<file path="config.mk">
export PLATFORM = sky130hd
export DESIGN_NAME = rd_lat_calib
export DESIGN_NICKNAME = d
export VERILOG_FILES = /design/src/rtl/rlc_pkg.sv /design/src/rtl/rlc_delay_line.sv /design/src/rtl/rlc_out_gate.sv /design/src/rtl/rlc_cal_ctrl.sv /design/src/rtl/rd_lat_calib.sv
export SDC_FILE = /design/constraint.sdc
export NUM_CORES = 1
export LEC_CHECK = 0
export ABC_AREA = 1
export ABC_CLOCK_PERIOD_IN_PS = 3400
export BUFFER_PORTS_ARGS = -buffer_cell sky130_fd_sc_hd__buf_2
export CAP_MARGIN = 20
export CORE_MARGIN = 1
export CORE_UTILIZATION = 50
export CTS_BUF_LIST = sky130_fd_sc_hd__clkbuf_8
export DETAILED_ROUTE_END_ITERATION = 7
export GPL_ROUTABILITY_DRIVEN = 0
export PLACE_DENSITY = 0.79
export SYNTH_ARGS = -nofsm -noshare
export SYNTH_HDL_FRONTEND = slang
export SYNTH_HIERARCHICAL = 1
export SYNTH_SLANG_ARGS = --single-unit
export TNS_END_PERCENT = 30
</file>
<file path="constraint.sdc">
create_clock -name clk -period 3.4 [get_ports clk]
set_clock_uncertainty 0.1 [all_clocks]
set_input_delay 0.68 -clock clk [delete_from_list [all_inputs] [get_ports clk]]
set_output_delay 0.68 -clock clk [all_outputs]
set_load 0.05 [all_outputs]
</file>
<file path="src/rtl/rlc_pkg.sv">
package rlc_pkg;

  typedef enum logic [2:0] {
    CS_IDLE  = 3'd0,
    CS_PREP  = 3'd1,
    CS_ISSUE = 3'd2,
    CS_WAIT  = 3'd3,
    CS_EVAL  = 3'd4
  } cal_state_e;

endpackage

</file>
<file path="src/rtl/rlc_delay_line.sv">
module rlc_delay_line #(
  parameter int LAT_W = 4
) (
  input  logic             clk,
  input  logic             rst,
  input  logic             flush,
  input  logic             tag_in,
  input  logic [LAT_W-1:0] lat_sel,
  output logic             hit
);
  localparam int MAXD = (1 << LAT_W) - 1;

  logic [MAXD:1] stage_q;

  generate
    for (genvar s = 1; s <= MAXD; s++) begin : g_stage
      if (s == 1) begin : g_head
        always_ff @(posedge clk) begin
          if (rst || flush) stage_q[s] <= 1'b0;
          else              stage_q[s] <= tag_in;
        end
      end else begin : g_body
        always_ff @(posedge clk) begin
          if (rst || flush) stage_q[s] <= 1'b0;
          else              stage_q[s] <= stage_q[s-1];
        end
      end
    end
  endgenerate

  always_comb begin
    hit = 1'b0;
    for (int s = 1; s <= MAXD; s++) begin
      if (lat_sel == LAT_W'(s)) hit = stage_q[s];
    end
  end

endmodule

</file>
<file path="src/rtl/rlc_out_gate.sv">
module rlc_out_gate #(
  parameter int DW = 16
) (
  input  logic          hit,
  input  logic          busy,
  input  logic [DW-1:0] word_hi,
  input  logic [DW-1:0] word_lo,
  input  logic [DW-1:0] pat_hi,
  input  logic [DW-1:0] pat_lo,
  output logic          match,
  output logic          out_valid,
  output logic [DW-1:0] out_hi,
  output logic [DW-1:0] out_lo
);
  assign match     = (word_hi == pat_hi) && (word_lo == pat_lo);
  assign out_valid = hit && !busy;
  assign out_hi    = out_valid ? word_hi : '0;
  assign out_lo    = out_valid ? word_lo : '0;

endmodule

</file>
<file path="src/rtl/rlc_cal_ctrl.sv">
module rlc_cal_ctrl
  import rlc_pkg::*;
#(
  parameter int LAT_W     = 4,
  parameter int LAT_RESET = 6,
  parameter int CAL_READS = 4
) (
  input  logic             clk,
  input  logic             rst,
  input  logic             cal_start,
  input  logic [LAT_W-1:0] lat_min,
  input  logic [LAT_W-1:0] lat_max,
  input  logic             hit,
  input  logic             match,
  output logic             busy,
  output logic             cal_rd,
  output logic             flush,
  output logic [LAT_W-1:0] lat_sel,
  output logic [LAT_W-1:0] lat_cur,
  output logic             cal_done,
  output logic             cal_fail
);
  localparam int MAXD = (1 << LAT_W) - 1;
  localparam int ICW  = $clog2(CAL_READS + 1);
  localparam int HCW  = $clog2(CAL_READS + MAXD + 2);

  cal_state_e       st_q;
  logic [LAT_W-1:0] cand_q, lat_q, min_eff;
  logic [ICW-1:0]   icnt_q;
  logic [LAT_W-1:0] wcnt_q;
  logic [HCW-1:0]   hits_q;
  logic             miss_q;
  logic             done_q, fail_q;
  logic             window, pass;

  assign min_eff = (lat_min == '0) ? LAT_W'(1) : lat_min;
  assign window  = (st_q == CS_ISSUE) || (st_q == CS_WAIT);
  assign pass    = (hits_q == HCW'(CAL_READS)) && !miss_q;

  always_ff @(posedge clk) begin
    if (rst) begin
      st_q   <= CS_IDLE;
      cand_q <= '0;
      lat_q  <= LAT_W'(LAT_RESET);
      icnt_q <= '0;
      wcnt_q <= '0;
      hits_q <= '0;
      miss_q <= 1'b0;
      done_q <= 1'b0;
      fail_q <= 1'b0;
    end else begin
      done_q <= 1'b0;
      if (window && hit) begin
        hits_q <= hits_q + 1'b1;
        if (!match) miss_q <= 1'b1;
      end
      case (st_q)
        CS_IDLE: begin
          if (cal_start) begin
            cand_q <= min_eff;
            fail_q <= 1'b0;
            st_q   <= CS_PREP;
          end
        end
        CS_PREP: begin
          icnt_q <= '0;
          hits_q <= '0;
          miss_q <= 1'b0;
          st_q   <= CS_ISSUE;
        end
        CS_ISSUE: begin
          icnt_q <= icnt_q + 1'b1;
          if (icnt_q == ICW'(CAL_READS - 1)) begin
            wcnt_q <= '0;
            st_q   <= CS_WAIT;
          end
        end
        CS_WAIT: begin
          wcnt_q <= wcnt_q + 1'b1;
          if (wcnt_q == LAT_W'(MAXD)) st_q <= CS_EVAL;
        end
        CS_EVAL: begin
          if (pass) begin
            lat_q  <= cand_q;
            done_q <= 1'b1;
            st_q   <= CS_IDLE;
          end else if (cand_q >= lat_max) begin
            lat_q  <= min_eff;
            fail_q <= 1'b1;
            st_q   <= CS_IDLE;
          end else begin
            cand_q <= cand_q + 1'b1;
            st_q   <= CS_PREP;
          end
        end
        default: st_q <= CS_IDLE;
      endcase
    end
  end

  assign busy     = (st_q != CS_IDLE);
  assign cal_rd   = (st_q == CS_ISSUE);
  assign flush    = (st_q == CS_PREP);
  assign lat_sel  = busy ? cand_q : lat_q;
  assign lat_cur  = lat_q;
  assign cal_done = done_q;
  assign cal_fail = fail_q;

endmodule

</file>
<file path="src/rtl/rd_lat_calib.sv">
module rd_lat_calib #(
  parameter int DW        = 16,
  parameter int LAT_W     = 4,
  parameter int LAT_RESET = 6,
  parameter int CAL_READS = 4
) (
  input  logic             clk,
  input  logic             rst,
  input  logic             rd_cmd,
  input  logic [DW-1:0]    word_hi,
  input  logic [DW-1:0]    word_lo,
  input  logic             cal_start,
  input  logic [DW-1:0]    pat_hi,
  input  logic [DW-1:0]    pat_lo,
  input  logic [LAT_W-1:0] lat_min,
  input  logic [LAT_W-1:0] lat_max,
  output logic             cal_rd,
  output logic             out_valid,
  output logic [DW-1:0]    out_hi,
  output logic [DW-1:0]    out_lo,
  output logic [LAT_W-1:0] lat_cur,
  output logic             cal_done,
  output logic             cal_fail
);
  logic             busy, flush, hit, match, tag_in;
  logic [LAT_W-1:0] lat_sel;

  assign tag_in = busy ? cal_rd : rd_cmd;

  rlc_delay_line #(.LAT_W(LAT_W)) u_dly (
    .clk     (clk),
    .rst     (rst),
    .flush   (flush),
    .tag_in  (tag_in),
    .lat_sel (lat_sel),
    .hit     (hit)
  );

  rlc_out_gate #(.DW(DW)) u_gate (
    .hit       (hit),
    .busy      (busy),
    .word_hi   (word_hi),
    .word_lo   (word_lo),
    .pat_hi    (pat_hi),
    .pat_lo    (pat_lo),
    .match     (match),
    .out_valid (out_valid),
    .out_hi    (out_hi),
    .out_lo    (out_lo)
  );

  rlc_cal_ctrl #(
    .LAT_W     (LAT_W),
    .LAT_RESET (LAT_RESET),
    .CAL_READS (CAL_READS)
  ) u_cal (
    .clk       (clk),
    .rst       (rst),
    .cal_start (cal_start),
    .lat_min   (lat_min),
    .lat_max   (lat_max),
    .hit       (hit),
    .match     (match),
    .busy      (busy),
    .cal_rd    (cal_rd),
    .flush     (flush),
    .lat_sel   (lat_sel),
    .lat_cur   (lat_cur),
    .cal_done  (cal_done),
    .cal_fail  (cal_fail)
  );

endmodule

</file>
==> results.txt <==
Die Ht: 80.01 um
TritonCTS clock tree: done
worst hold-check path type: reg -> reg
f_max: 288.8 MHz
Post-Syn Nets: 625
top cells by area, synth: dfxtp_1 27%, nand2_1 20%, inv_1 14%, nor2_1 13%, ha_1 4.1%
CP Data Required Time: 2.62 ns
count leader, synth: nand2_1
Avg WL per Cell: 12.88 um
Rows: 28
Clock Sinks: 41
Syn. warnings: 6
placed cells: 725
post-route setup slack: -0.06278 ns
Critical Path Sink Type: output port
Slew headroom: 67.81%
Die X: 80.01 um
initial antenna violation count: 0
Vias/cell: 4.942
Detailed Routing Iterations Pass 1: 6
Die ar.: 6402 um2
mapped cell area: 3043 um2
IR drop worst, VDD: 726.1 uV
GR Util All Layers: 26.08%
Seq/Total Area, Yosys: 26.97%
Core Box Area: 5886 um2
synthesis-stage register bit count: 41
Netlist cell types: 31
later-pin clock latency in the skew report: 0.30 ns
Clock Path Buffers: 2
CTS clock-pin slew for the worst setup and hold paths: 0.08 ns
status: finished, violations left
Ports: 116
critical path's largest stage delay: 0.37 ns
Synth Flop Type: dfxtp_1
post-route ant nets: 0
RSZ-0062 raised after global routing: true
area grow syn2layout: 49.42%
WL final: 9.620 mm
fin crit period: 3.463 ns
Num CTS Buffers: 5
failing checks: negative setup slack
Final #Nets: 757
Critical Path Fanout Max: 6
most frequent cells after synthesis: 159 x nand2_1, 114 x inv_1, 108 x nor2_1, 41 x dfxtp_1
largest net degree at the start of global routing: 20
Starting Density: 51.70%
Slew @ Worst Pin: 0.4829 ns
Final Setup Violations: 32
WHS: 0.3346 ns
root buffer cell: clkbuf_8
Cells after Synth: 539
ratio of final minimum period to clock period: 101.8%
IO Port Bufs: 115
number of synthesized flops with an enable pin: 0
gr ovfl total: 0
DRC violations left: 0
maxcap violations: 0
H-tree Lvls: 2
Slowest cell on crit path: dfxtp_4
final hold violation count: 0
cell mode on critical path: nor2_4
Hold Buf Count CTS: 0
Synth area leader: dfxtp_1
Avg Cell Area, Syn: 5.645 um2
Crit path arrival time: 2.68 ns
leakage power: 2.477 nW
layout cells sized above 1: 32.44%
DP Wirelength: 6.505 mm
pwr dens: 825.3 nW/um2
initial DRC count: 210
Synth top area share: 26.97%
vias: 3692
first-pass GRT wire length: 13.23 mm
fin cells: 747
Setup CP Type: reg -> out
Post-synth ARST share: 0%
Final Slew Violations: 0
crit-path cells: nor2_4 > nand2_8 > nor2_2 > a21oi_4 > buf_4 > nor3_2 > nand3_1 > nand2_1 > nor2_1 > nand4_1 > inv_2 > nor2_4 > clkinv_4 > clkbuf_16 > nor2_4 > buf_6
Worst Setup Start Kind: register
Antenna diodes: 0
vias in the first global route: 3070
## cell type report
| type | instances | area (um2) |
|---|---|---|
| tap | 75 | 93.84 |
| multi-input combinational | 363 | 2002 |
| sequential | 41 | 828.3 |
| clock buffer | 5 | 68.82 |
| clock inverter | 3 | 65.06 |
| timing repair buffer | 133 | 999.7 |
| fill | 415 | 1339 |
| inverter | 127 | 489.2 |
## per-stage QoR
stage | utilization (%) | instance area [um2] | total power [mW] | setup slack (ns) | TNS (ns)
2_1_floorplan | - | 3297 | 2.220 | 0.0003582 | 0
3_3_place_gp | 67.24 | 3958 | 2.559 | 0.2948 | 0
3_5_place_dp | 67.24 | 3958 | 2.615 | 0.1730 | 0
4_1_cts | 71.34 | 4199 | 3.214 | 0.007009 | 0
5_1_grt | 77.25 | 4547 | 3.962 | -0.1660 | -4.319
6_report | 77.25 | 4547 | 3.753 | -0.06278 | -1.217
## cell usage in the layout (no fill, tap or decap), drive strengths merged, types with 2 or more instances in the layout
cell type / count
inv: 126
nand2: 165
bufinv: 2
or2: 2
ha: 10
nand4: 10
nor3: 3
a21oi: 18
o21ai: 16
nor2: 113
buf: 130
dfxtp: 41
nand3: 19
clkbuf: 8
xor2: 3
clkinv: 2
## worst max-delay path: cells and delay by family, from the launching register on
family | cells | cell delay, ns
AND/OR/NAND/NOR | 10 | 1.21
buffers and inverters | 5 | 0.72
flip-flops | 1 | 0.37
AO/OA/AOI/OAI | 1 | 0.07
## state kept, by name, indices dropped and copies added, names as in the netlist
register / cells
u_cal/lat_cur: 4
u_cal/cal_done: 1
u_cal/cand_q: 4
u_cal/hits_q: 5
u_cal/wcnt_q: 4
u_cal/icnt_q: 3
u_cal/miss_q: 1
u_dly/stage_q: 15
u_cal/cal_fail: 1
u_cal/st_q: 3
## where the power goes
group          switching [mW]  internal, mW  leakage (nW)
logic                    1.69          1.00          2.08
registers              0.0570         0.543         0.334
clock network           0.170         0.292        0.0681
total                    1.92          1.84          2.48
## path summary, 6_finish.rpt
check / slack, ns / depth (start not counted) / to / startpoint
max reg2reg: 0.82 / 17 / u_cal/hits_q[4]$_SDFFE_PP0P_ / u_cal/st_q[0]$_SDFFE_PP0P_
min reg2reg: 0.33 / 2 / u_dly/stage_q[7]$_SDFF_PP0_ / u_dly/stage_q[6]$_SDFF_PP0_
max: -0.06 / 16 / out_hi[4] / u_cal/st_q[0]$_SDFFE_PP0P_
min: 0.33 / 2 / u_dly/stage_q[7]$_SDFF_PP0_ / u_dly/stage_q[6]$_SDFF_PP0_
## kinds of logic (layout without fill, tap and decap cells)
kind of cell             Yosys count  in the layout  synth area share, %
buffers and inverters            136            268                17.68
flip-flops                        41             41                26.97
AO/OA/AOI/OAI                     36             36                6.456
XOR/XNOR                           3              3               0.8636
AND/OR/NAND/NOR                  313            314                43.91
adder cells (fa/ha/maj)           10             10                4.112
## per-layer routing
layer	part of all wire [%]	routed length, um	vias up	track usage (%)
met5	0	0	-	0
met4	2.0	196	0	10.00
met3	7.6	733	24	5.143
met2	52	4981	163	48.63
met1	39	3708	1651	28.71
li1	-	-	1854	-
## repair_timing
action                     in CTS  in global routing
setup endpoints to repair      32                 32
pin swaps                       0                  7
gates cloned                    0                  5
buffers inserted                2                  7
resized for setup              36                 54
Power figures use the tool's default switching activity.
